--- src/rtl/vcarb_pkg.sv ---
package vcarb_pkg;
  // Round-robin pick: first requester after position 'last', wrapping around.
  function automatic int unsigned rr_pick(input logic [31:0] req, input int unsigned last,
                                          input int unsigned n);
    int unsigned idx;
    rr_pick = n;
    for (int unsigned k = 1; k <= n; k++) begin
      idx = (last + k) % n;
      if (rr_pick == n && req[idx]) rr_pick = idx;
    end
  endfunction
endpackage

--- src/rtl/onehot_to_index.sv ---
module onehot_to_index #(
  parameter int N = 4,
  localparam int IW = (N > 1) ? $clog2(N) : 1
) (
  input  logic [N-1:0]  one_hot,
  output logic [IW-1:0] index
);
  always_comb begin
    index = '0;
    for (int i = 0; i < N; i++)
      if (one_hot[i]) index = index | IW'(i);
  end
endmodule

--- src/rtl/rr_port_arb.sv ---
module rr_port_arb #(
  parameter int N = 4,
  localparam int IW = (N > 1) ? $clog2(N) : 1
) (
  input  logic         clk,
  input  logic         rst,
  input  logic [N-1:0] req,
  output logic [N-1:0] grant
);
  import vcarb_pkg::*;
  logic [IW-1:0] last_q;
  int unsigned   pick;

  always_comb begin
    pick  = rr_pick(32'(req), int'(last_q), N);
    grant = '0;
    if (pick < N) grant[pick] = 1'b1;
  end

  // Priority state moves on every granting cycle.
  always_ff @(posedge clk) begin
    if (rst)           last_q <= IW'(N - 1);
    else if (pick < N) last_q <= IW'(pick);
  end

  assert_port_onehot_R2: assert property (@(posedge clk) disable iff (rst) $onehot0(grant));
  assert_port_grant_req_R1: assert property (@(posedge clk) disable iff (rst)
    (grant & ~req) == '0);
  assert_port_busy_R2: assert property (@(posedge clk) disable iff (rst)
    (|req) |-> (|grant));
endmodule

--- src/rtl/hold_rr_arb.sv ---
module hold_rr_arb #(
  parameter int N = 2,
  localparam int IW = (N > 1) ? $clog2(N) : 1
) (
  input  logic         clk,
  input  logic         rst,
  input  logic [N-1:0] req,
  input  logic [N-1:0] hold,
  output logic [N-1:0] grant
);
  import vcarb_pkg::*;
  logic [N-1:0]  gnt_q;
  logic [IW-1:0] last_q;
  int unsigned   pick;

  always_comb begin
    pick  = rr_pick(32'(req), int'(last_q), N);
    grant = '0;
    if (|(gnt_q & hold)) grant = gnt_q;
    else if (pick < N)   grant[pick] = 1'b1;
  end

  always_ff @(posedge clk) begin
    if (rst) begin
      gnt_q  <= '0;
      last_q <= IW'(N - 1);
    end else begin
      gnt_q <= grant;
      for (int i = 0; i < N; i++)
        if (grant[i]) last_q <= IW'(i);
    end
  end

  assert_hold_onehot_R4: assert property (@(posedge clk) disable iff (rst) $onehot0(grant));
  assert_hold_keeps_R4: assert property (@(posedge clk) disable iff (rst)
    (!$past(rst) && (|($past(grant) & hold))) |-> grant == $past(grant));
  assert_hold_release_R5: assert property (@(posedge clk) disable iff (rst)
    (!$past(rst) && (|$past(grant)) && !(|($past(grant) & hold)) && (|(req & ~$past(grant))))
    |-> (grant & $past(grant)) == '0);
endmodule

--- src/rtl/vc_inject_arb.sv ---
module vc_inject_arb #(
  parameter int NUM_VC  = 4,
  parameter int FLIT_W  = 16,
  parameter int RESP_VC = 1,
  localparam int IW = $clog2(NUM_VC)
) (
  input  logic                     clk,
  input  logic                     rst,
  input  logic [NUM_VC-1:0]        vc_pending,
  input  logic [NUM_VC-1:0]        vc_stop,
  input  logic [NUM_VC*FLIT_W-1:0] vc_flit,
  input  logic [NUM_VC-1:0]        vc_flit_valid,
  input  logic                     cache_pending,
  input  logic [FLIT_W-1:0]        cache_flit,
  input  logic                     cache_flit_valid,
  input  logic                     dir_pending,
  input  logic [FLIT_W-1:0]        dir_flit,
  input  logic                     dir_flit_valid,
  output logic [FLIT_W-1:0]        port_flit,
  output logic                     port_flit_valid
);
  logic [1:0]        resp_req, resp_gnt;
  logic [NUM_VC-1:0] ch_pending, ch_valid, port_req, port_gnt;
  logic [FLIT_W-1:0] ch_flit [NUM_VC];
  logic [IW-1:0]     port_idx;

  // Response sub-arbitration: bit 0 directory side, bit 1 cache side.
  assign resp_req = {cache_pending, dir_pending};

  hold_rr_arb #(.N(2)) resp_arb_i (
    .clk(clk), .rst(rst), .req(resp_req), .hold(resp_req), .grant(resp_gnt));

  for (genvar g = 0; g < NUM_VC; g++) begin : g_ch
    if (g == RESP_VC) begin : g_resp
      assign ch_pending[g] = |resp_gnt;
      assign ch_flit[g]    = resp_gnt[0] ? dir_flit : cache_flit;
      assign ch_valid[g]   = resp_gnt[0] ? dir_flit_valid : cache_flit_valid;
    end else begin : g_plain
      assign ch_pending[g] = vc_pending[g];
      assign ch_flit[g]    = vc_flit[g*FLIT_W +: FLIT_W];
      assign ch_valid[g]   = vc_flit_valid[g];
    end
    assign port_req[g] = ch_pending[g] & ~vc_stop[g];
  end

  rr_port_arb #(.N(NUM_VC)) port_arb_i (
    .clk(clk), .rst(rst), .req(port_req), .grant(port_gnt));

  onehot_to_index #(.N(NUM_VC)) idx_i (.one_hot(port_gnt), .index(port_idx));

  always_ff @(posedge clk) begin
    if (rst) begin
      port_flit       <= '0;
      port_flit_valid <= 1'b0;
    end else begin
      port_flit       <= (|port_gnt) ? ch_flit[port_idx] : '0;
      port_flit_valid <= (|port_gnt) & ch_valid[port_idx];
    end
  end

  assert_resp_pending_R7: assert property (@(posedge clk) disable iff (rst)
    ch_pending[RESP_VC] == (resp_req != 2'b00));
  assert_valid_needs_req_R8: assert property (@(posedge clk) disable iff (rst)
    port_flit_valid |-> $past(|port_req));
  assert_idle_zero_R8: assert property (@(posedge clk) disable iff (rst)
    (!$past(rst) && !$past(|port_req)) |-> (port_flit == '0 && !port_flit_valid));
endmodule

--- config.mk ---
export PLATFORM = sky130hd
export DESIGN_NAME = vc_inject_arb
export DESIGN_NICKNAME = d
export VERILOG_FILES = /design/src/rtl/vcarb_pkg.sv /design/src/rtl/onehot_to_index.sv /design/src/rtl/rr_port_arb.sv /design/src/rtl/hold_rr_arb.sv /design/src/rtl/vc_inject_arb.sv
export SDC_FILE = /design/constraint.sdc
export NUM_CORES = 1
export LEC_CHECK = 0
export BUFFER_PORTS_ARGS = -buffer_cell sky130_fd_sc_hd__clkbuf_2
export CORE_ASPECT_RATIO = 1.2
export CORE_MARGIN = 5
export CORE_UTILIZATION = 40
export CTS_CLUSTER_DIAMETER = 50
export DETAILED_ROUTE_END_ITERATION = 8
export GPL_TIMING_DRIVEN = 1
export PLACE_DENSITY = 0.9
export SYNTH_ARGS = -nofsm -noshare
export SYNTH_HDL_FRONTEND = slang
export SYNTH_SLANG_ARGS = --single-unit
export TNS_END_PERCENT = 1
--- constraint.sdc ---
create_clock -name clk -period 2.66 [get_ports clk]
set_input_delay 0.133 -clock clk [delete_from_list [all_inputs] [get_ports clk]]
set_output_delay 0.133 -clock clk [all_outputs]
set_load 0.03 [all_outputs]
# Yosys cells after proc, flatten, opt, wreduce, memory -nomap -nowiden
# Cells that the tools add are included.
[op_classes]
bitwise = 12
n_reduce_logical = 11
mux = 35
add_sub_neg = 6
order_cmp = 14
eq_ne = 4
[op_table]
columns = ["cell", "n"]
rows = [
  ["32-bit 2-to-1 mux", 4],
  ["32-bit by 3-bit == test with 1-bit output (second input constant)", 3],
  ["32-bit by 1-bit >= comparator with 1-bit output (second input constant)", 2],
  ["32-bit by 2-bit less-than comparator with 1-bit output (second input constant)", 2],
  ["32-bit by 3-bit less-than comparator with 1-bit output (second input constant)", 2],
  ["16-bit 2-to-1 mux", 3],
  ["16-bit binary-select mux with 2-bit select", 1],
  ["32-bit by 2-bit == test with 1-bit output (second input constant)", 1],
  ["2-bit by 6-bit less-than comparator with 1-bit output (second input constant)", 4],
  ["1-bit 2-to-1 mux", 13],
  ["1-bit by 6-bit less-than comparator with 1-bit output (second input constant)", 2],
  ["1-bit binary-select mux with 2-bit select", 5],
  ["2-bit 2-to-1 mux", 5],
  ["2-bit OR reduction", 4],
  ["1-bit logical AND", 6],
  ["1-bit bitwise AND", 5],
  ["1-bit NOT", 5],
  ["2-bit by 1-bit adder with 2-bit output (second input constant)", 2],
  ["2-bit adder (second input constant)", 2],
  ["4-bit 2-to-1 mux", 1],
  ["4-bit OR reduction", 1],
  ["3-bit >= comparator (second input constant)", 1],
  ["2-bit by 3-bit less-than comparator with 1-bit output (second input constant)", 1],
  ["3-bit 2-to-1 mux", 1],
  ["5 further kinds", 6],
]
[word_totals]
ff_bits = 22
out_inout_bits = 17

# Depth between registers and ports, before layout
[depth]
ltp_word = 39
ltp_mapped = 8
depth_no_buf = 5

# Hierarchy
# A second synthesis with hierarchy kept.
[unflattened]
hier_cells = 162
area_unflattened_um2 = 1455.1
[by_module_without_submodules]
columns = ["mod", "cells_each", "seq_area_each_um2", "n_inst", "area_each_um2"]
rows = [
  ["vc_inject_arb", 122, 340.3, 1, 1103.6],
  ["rr_port_arb", 22, 40.0, 1, 200.2],
  ["hold_rr_arb", 16, 60.1, 1, 138.9],
  ["onehot_to_index", 2, 0.0, 1, 12.5],
]

# Worst setup path after synthesis
# Ideal clock, no wire load.
[synth_timing]
kind = "reg2reg"
startpoint = "reg resp_arb_i.gnt_q[1]"
endpoint = "reg port_flit[10]"
arrival_time_ps = 1514
path_buffers = 1
path_stages_with_launch = 7
synth_period_minus_slack_ps = 1638
setup_slack_ps = 1022
cell_sequence = "dfxtp_1 -> nand2b_1 -> a31oi_4 -> buf_6 -> mux2_2 -> a22oi_1 -> mux2i_1"
[synth_between]
elab_chain_len = 29
word_cells_on_any_way = 41
classes_between = "order compare: 3; eq/ne: 3; mux: 23; bitwise: 4; reduce/logical: 8"
[synth_rtl]
columns = ["element", "line_no", "source"]
rows = [
  ["start, declared", "hold_rr_arb.sv:12", "logic [N-1:0] gnt_q;"],
  ["start signal, assigned", "hold_rr_arb.sv:28", "gnt_q <= grant;"],
  ["2-bit bitwise AND", "hold_rr_arb.sv:19", "if (|(gnt_q & hold)) grant = gnt_q;"],
  ["2-bit OR reduction", "hold_rr_arb.sv:19", ""],
  ["2-bit 2-to-1 mux *", "hold_rr_arb.sv:19", ""],
  ["2-bit OR reduction", "vc_inject_arb.sv:35", "assign ch_pending[g] = |resp_gnt;"],
  ["1-bit bitwise AND", "vc_inject_arb.sv:43", "assign port_req[g] = ch_pending[g] & ~vc_stop[g];"],
  ["1-bit binary-select mux with 2-bit select", "vcarb_pkg.sv:9", "if (rr_pick == n && req[idx]) rr_pick = idx;"],
  ["1-bit 2-to-1 mux (implied by the code)", "vcarb_pkg.sv:9", ""],
  ["3-bit 2-to-1 mux", "vcarb_pkg.sv:9", ""],
  ["[... 11 more ...]", "n/a", ""],
  ["1-bit 2-to-1 mux (implied by the code)", "rr_port_arb.sv:17", "if (pick < N) grant[pick] = 1'b1;"],
  ["1-bit demux with 2-bit select", "n/a", ""],
  ["4-bit 2-to-1 mux", "rr_port_arb.sv:17", ""],
  ["1-bit 2-to-1 mux", "onehot_to_index.sv:11", "if (one_hot[i]) index = index | IW'(i);"],
  ["2-bit 2-to-1 mux (2 in series)", "onehot_to_index.sv:11", ""],
  ["2-bit NOT with 3-bit output (implied by the code)", "vc_inject_arb.sv:56", "port_flit <= (|port_gnt) ? ch_flit[port_idx] : '0;"],
  ["16-bit binary-select mux with 2-bit select", "vc_inject_arb.sv:56", ""],
  ["16-bit 2-to-1 mux (implied by the code) (2 in series)", "vc_inject_arb.sv:56", ""],
  ["end signal, assigned", "vc_inject_arb.sv:56", ""],
  ["end, declared", "vc_inject_arb.sv:19", "output logic [FLIT_W-1:0] port_flit,"],
]
# Every way passes the cells marked *; elsewhere a longest branch is shown, timed or not. The select of a mux whose other input is x is not followed.
# A chain may end at the register's enable or synchronous reset.

# Worst setup path after layout
[layout_timing]
startpoint = "reg port_arb_i.last_q[1]"
endpoint = "reg port_flit[10]"
[layout_between]
elab_chain_len = 25
word_cells_on_any_way = 39
classes_between = "add/sub: 4; order compare: 3; eq/ne: 3; mux: 21; bitwise: 2; reduce/logical: 6"
[layout_rtl]
columns = ["element", "line_no", "source"]
rows = [
  ["start, declared", "rr_port_arb.sv:11", "logic [IW-1:0] last_q;"],
  ["start signal, assigned", "rr_port_arb.sv:22", "if (rst) last_q <= IW'(N - 1);"],
  ["start signal, assigned", "rr_port_arb.sv:23", "else if (pick < N) last_q <= IW'(pick);"],
  ["2-bit by 1-bit adder with 2-bit output", "vcarb_pkg.sv:8", "idx = (last + k) % n;"],
  ["1-bit binary-select mux with 2-bit select", "vcarb_pkg.sv:9", ""],
  ["1-bit 2-to-1 mux (implied by the code)", "vcarb_pkg.sv:9", ""],
  ["3-bit 2-to-1 mux", "vcarb_pkg.sv:9", ""],
  ["32-bit by 3-bit == test with 1-bit output", "vcarb_pkg.sv:9", ""],
  ["1-bit logical AND", "vcarb_pkg.sv:9", ""],
  ["32-bit 2-to-1 mux", "vcarb_pkg.sv:9", ""],
  ["32-bit by 3-bit == test with 1-bit output", "vcarb_pkg.sv:9", ""],
  ["[... 7 more ...]", "n/a", ""],
  ["1-bit 2-to-1 mux (implied by the code)", "rr_port_arb.sv:17", ""],
  ["1-bit demux with 2-bit select", "n/a", ""],
  ["4-bit 2-to-1 mux *", "rr_port_arb.sv:17", ""],
  ["1-bit 2-to-1 mux", "onehot_to_index.sv:11", ""],
  ["2-bit 2-to-1 mux (2 in series)", "onehot_to_index.sv:11", ""],
  ["2-bit NOT with 3-bit output (implied by the code)", "vc_inject_arb.sv:56", ""],
  ["16-bit binary-select mux with 2-bit select", "vc_inject_arb.sv:56", ""],
  ["16-bit 2-to-1 mux (implied by the code) (2 in series)", "vc_inject_arb.sv:56", ""],
]
# Marked as above.

==> flow_summary.ini <==
[logic_synthesis]
synth_common_cells = 35 x a22oi_1, 22 x dfxtp_1, 17 x mux2_2, 17 x mux2i_1, 7 x buf_4
yosysTopAreaCellShare = 0.301
synth_top_family_by_area = compound AO/OA/AOI/OAI gates
synth_fa_ha_area_frac = 0
ys.flop_type = dfxtp_1
muxShareOfSynthArea = 0.247
netlist_area_um2 = 1470
yosysWarningCount = 0
synth_cell_types = 33
syn_inst = 142
yosysTopAreaCell = dfxtp_1
async_reset_ff_frac = 0
netlist_top_cells_area = dfxtp_1 30%, a22oi_1 18%, mux2_2 13%, mux2i_1 12%, buf_4 3.6%
synth_compound_area_frac = 0.313
yosysMostFrequentCell = a22oi_1
seq_area_frac_synth = 0.301
synth_xor_xnor_area_share = 0
syn_avg_cell_area_um2 = 10.3
syn_nets = 256
synthSimpleGateAreaFrac = 0.0615
synth_edf_count = 0
ys_seq_elements = 22

[drt]
drtIter0Drc = 39
first_pass_iters = 4
totalWireLength_mm = 4.10
vias_per_cell = 5.38
routedWlPerCell_um = 14.2
via_count = 1549
ant_nets = 0
drc = 0

[finish]
nets = 364
antenna_cells = 0
final_cells = 288
final_util = 0.574
area_growth_pct = 39.9
layout-drive-gt1-share = 0.582

[placement]
pre_cts_ws_ns = 0.557
place_inst = 284
gp_congestion = 0.840
hpwl_mm = 3.43
numPortBuffers = 112

[setup_path]
r2r_start = port_arb_i.last_q[1]
critPathLaunch = port_arb_i.last_q[1]
cp-end-kind = flop
worst_setup_path_start_kind = flop
cp.required_ns = 2.85
worstPathArrival_ns = 2.23
crit_fanout = 11
path_class = reg2reg

[clock_tree]
cts.reportedPaths.clkPinSlew_ns = 0.08
clock_sinks = 22
cts_tree = built
cts.htree.levels = 1
ctsHoldBuffers = 0
cts_buffer_depth = 2
root_buffer = clkbuf_8
post_cts_resized = 0
cts_made_buffers = 3
clkLatencyLatePin_ns = 0.26
postCtsSetupRepairBufs = 0

[global_routing]
grt.total_usage = 0.166
grt_first_pass_wirelength_mm = 6.68
grt_max_degree = 35
grt_pass1_vias = 1601
overflow = 0
antenna_found_initial = 0

[sta]
rsz0062_at_grt = false
slew_violations = 0
relSlewSlack = 0.356
final.setup.worst_slack_ns = 0.613
fmaxAchievable_mhz = 489
min_period_over_period = 0.770
fin_setup_tns_ns = 0
setup_viol = 0
skew_ns = 0.00350
hold_viol_final = 0
timing.final.crit_period_ns = 2.05
worstMarginPinSlew_ns = 0.962

[min_path]
hp-class = in2reg
hp-start = rst

[floorplanning]
pin_count = 131
chipHeight_um = 76.3
die_width_um = 65.3
fp-row-count = 24
start_util = 0.410
die_area_um2 = 4980
core-area_um2 = 3570

[power_and_ir_drop]
ir_worst_vdd_mv = 0.290
p_total_uw = 1010
p_per_area_nw_per_um2 = 492
p_leak_uw = 0.00103

[outcome]
outcome = finished, final reports clean

[run]
timing.max_cap.violations = 0
[where the power goes]
part / internal (µW) / total [µW] / switching (µW)
Combinational: 175 / 382 / 208
Clock: 132 / 237 / 105
Sequential: 371 / 388 / 17.9
[critical path: stages (launching register included)]
cell	delay, ns
dfxtp_1	0.52
a21oi_1	0.11
o211ai_1	0.77
buf_4	0.37
mux2i_1	0.21
[logic make-up (layout without fill, tap and decap cells)]
family          Yosys count  count (layout)
mux                      34              34
compound gates           54              54
buf+inv                  15             122
flops                    22              22
simple gates             17              17
[area by class of cell]
cell class              instances  area, µm²
fillers                       331       1520
multi-input cells             105        911
repair buffers                115        583
flip-flops and latches         22        440
clock buffers                   4       55.1
well taps                      39       48.8
inverters                       3       11.3
[layout by cell type, fill, tap and decap left out, types with 2 or more instances in the layout]
cell type  count
clkbuf_8       4
nand2b_1       2
dfxtp_1       22
a22oi_1       35
o21ai_0        3
buf_4          3
mux2i_1       17
nor2_1         5
clkbuf_2     112
a21oi_1        2
inv_1          3
nand2_1        4
mux2_2        17
[state kept, by name, indices dropped and copies added, names as in the netlist]
name               cells
resp_arb_i.last_q      1
resp_arb_i.gnt_q       2
port_flit             16
port_flit_valid        1
port_arb_i.last_q      2
[worst paths after layout]
path	slack [ns]	endpoint	depth (start not counted)
worst max-delay path	0.61	port_flit[10]	4
worst min-delay path	0.13	resp_arb_i.gnt_q[1]	2
worst min register to register	0.56	resp_arb_i.last_q	2
worst max register to register	0.61	port_flit[10]	4
[stage by stage]
stage,hold WS (ns),cell area (µm²)
floorplan,0.205,1470
global placement,0.396,1990
detailed placement,0.407,1990
CTS,0.126,2050
global route,0.156,2050
finish,0.128,2050
[layer usage]
| metal | global-route usage | vias up | routed length, µm |
|---|---|---|---|
| met5 | 0 | - | 0 |
| met4 | 0.0664 | 0 | 86 |
| met3 | 0.0457 | 6 | 316 |
| met2 | 0.304 | 65 | 2220 |
| met1 | 0.172 | 716 | 1470 |
| li1 | - | 762 | - |
(Power assumes the default switching activity.)
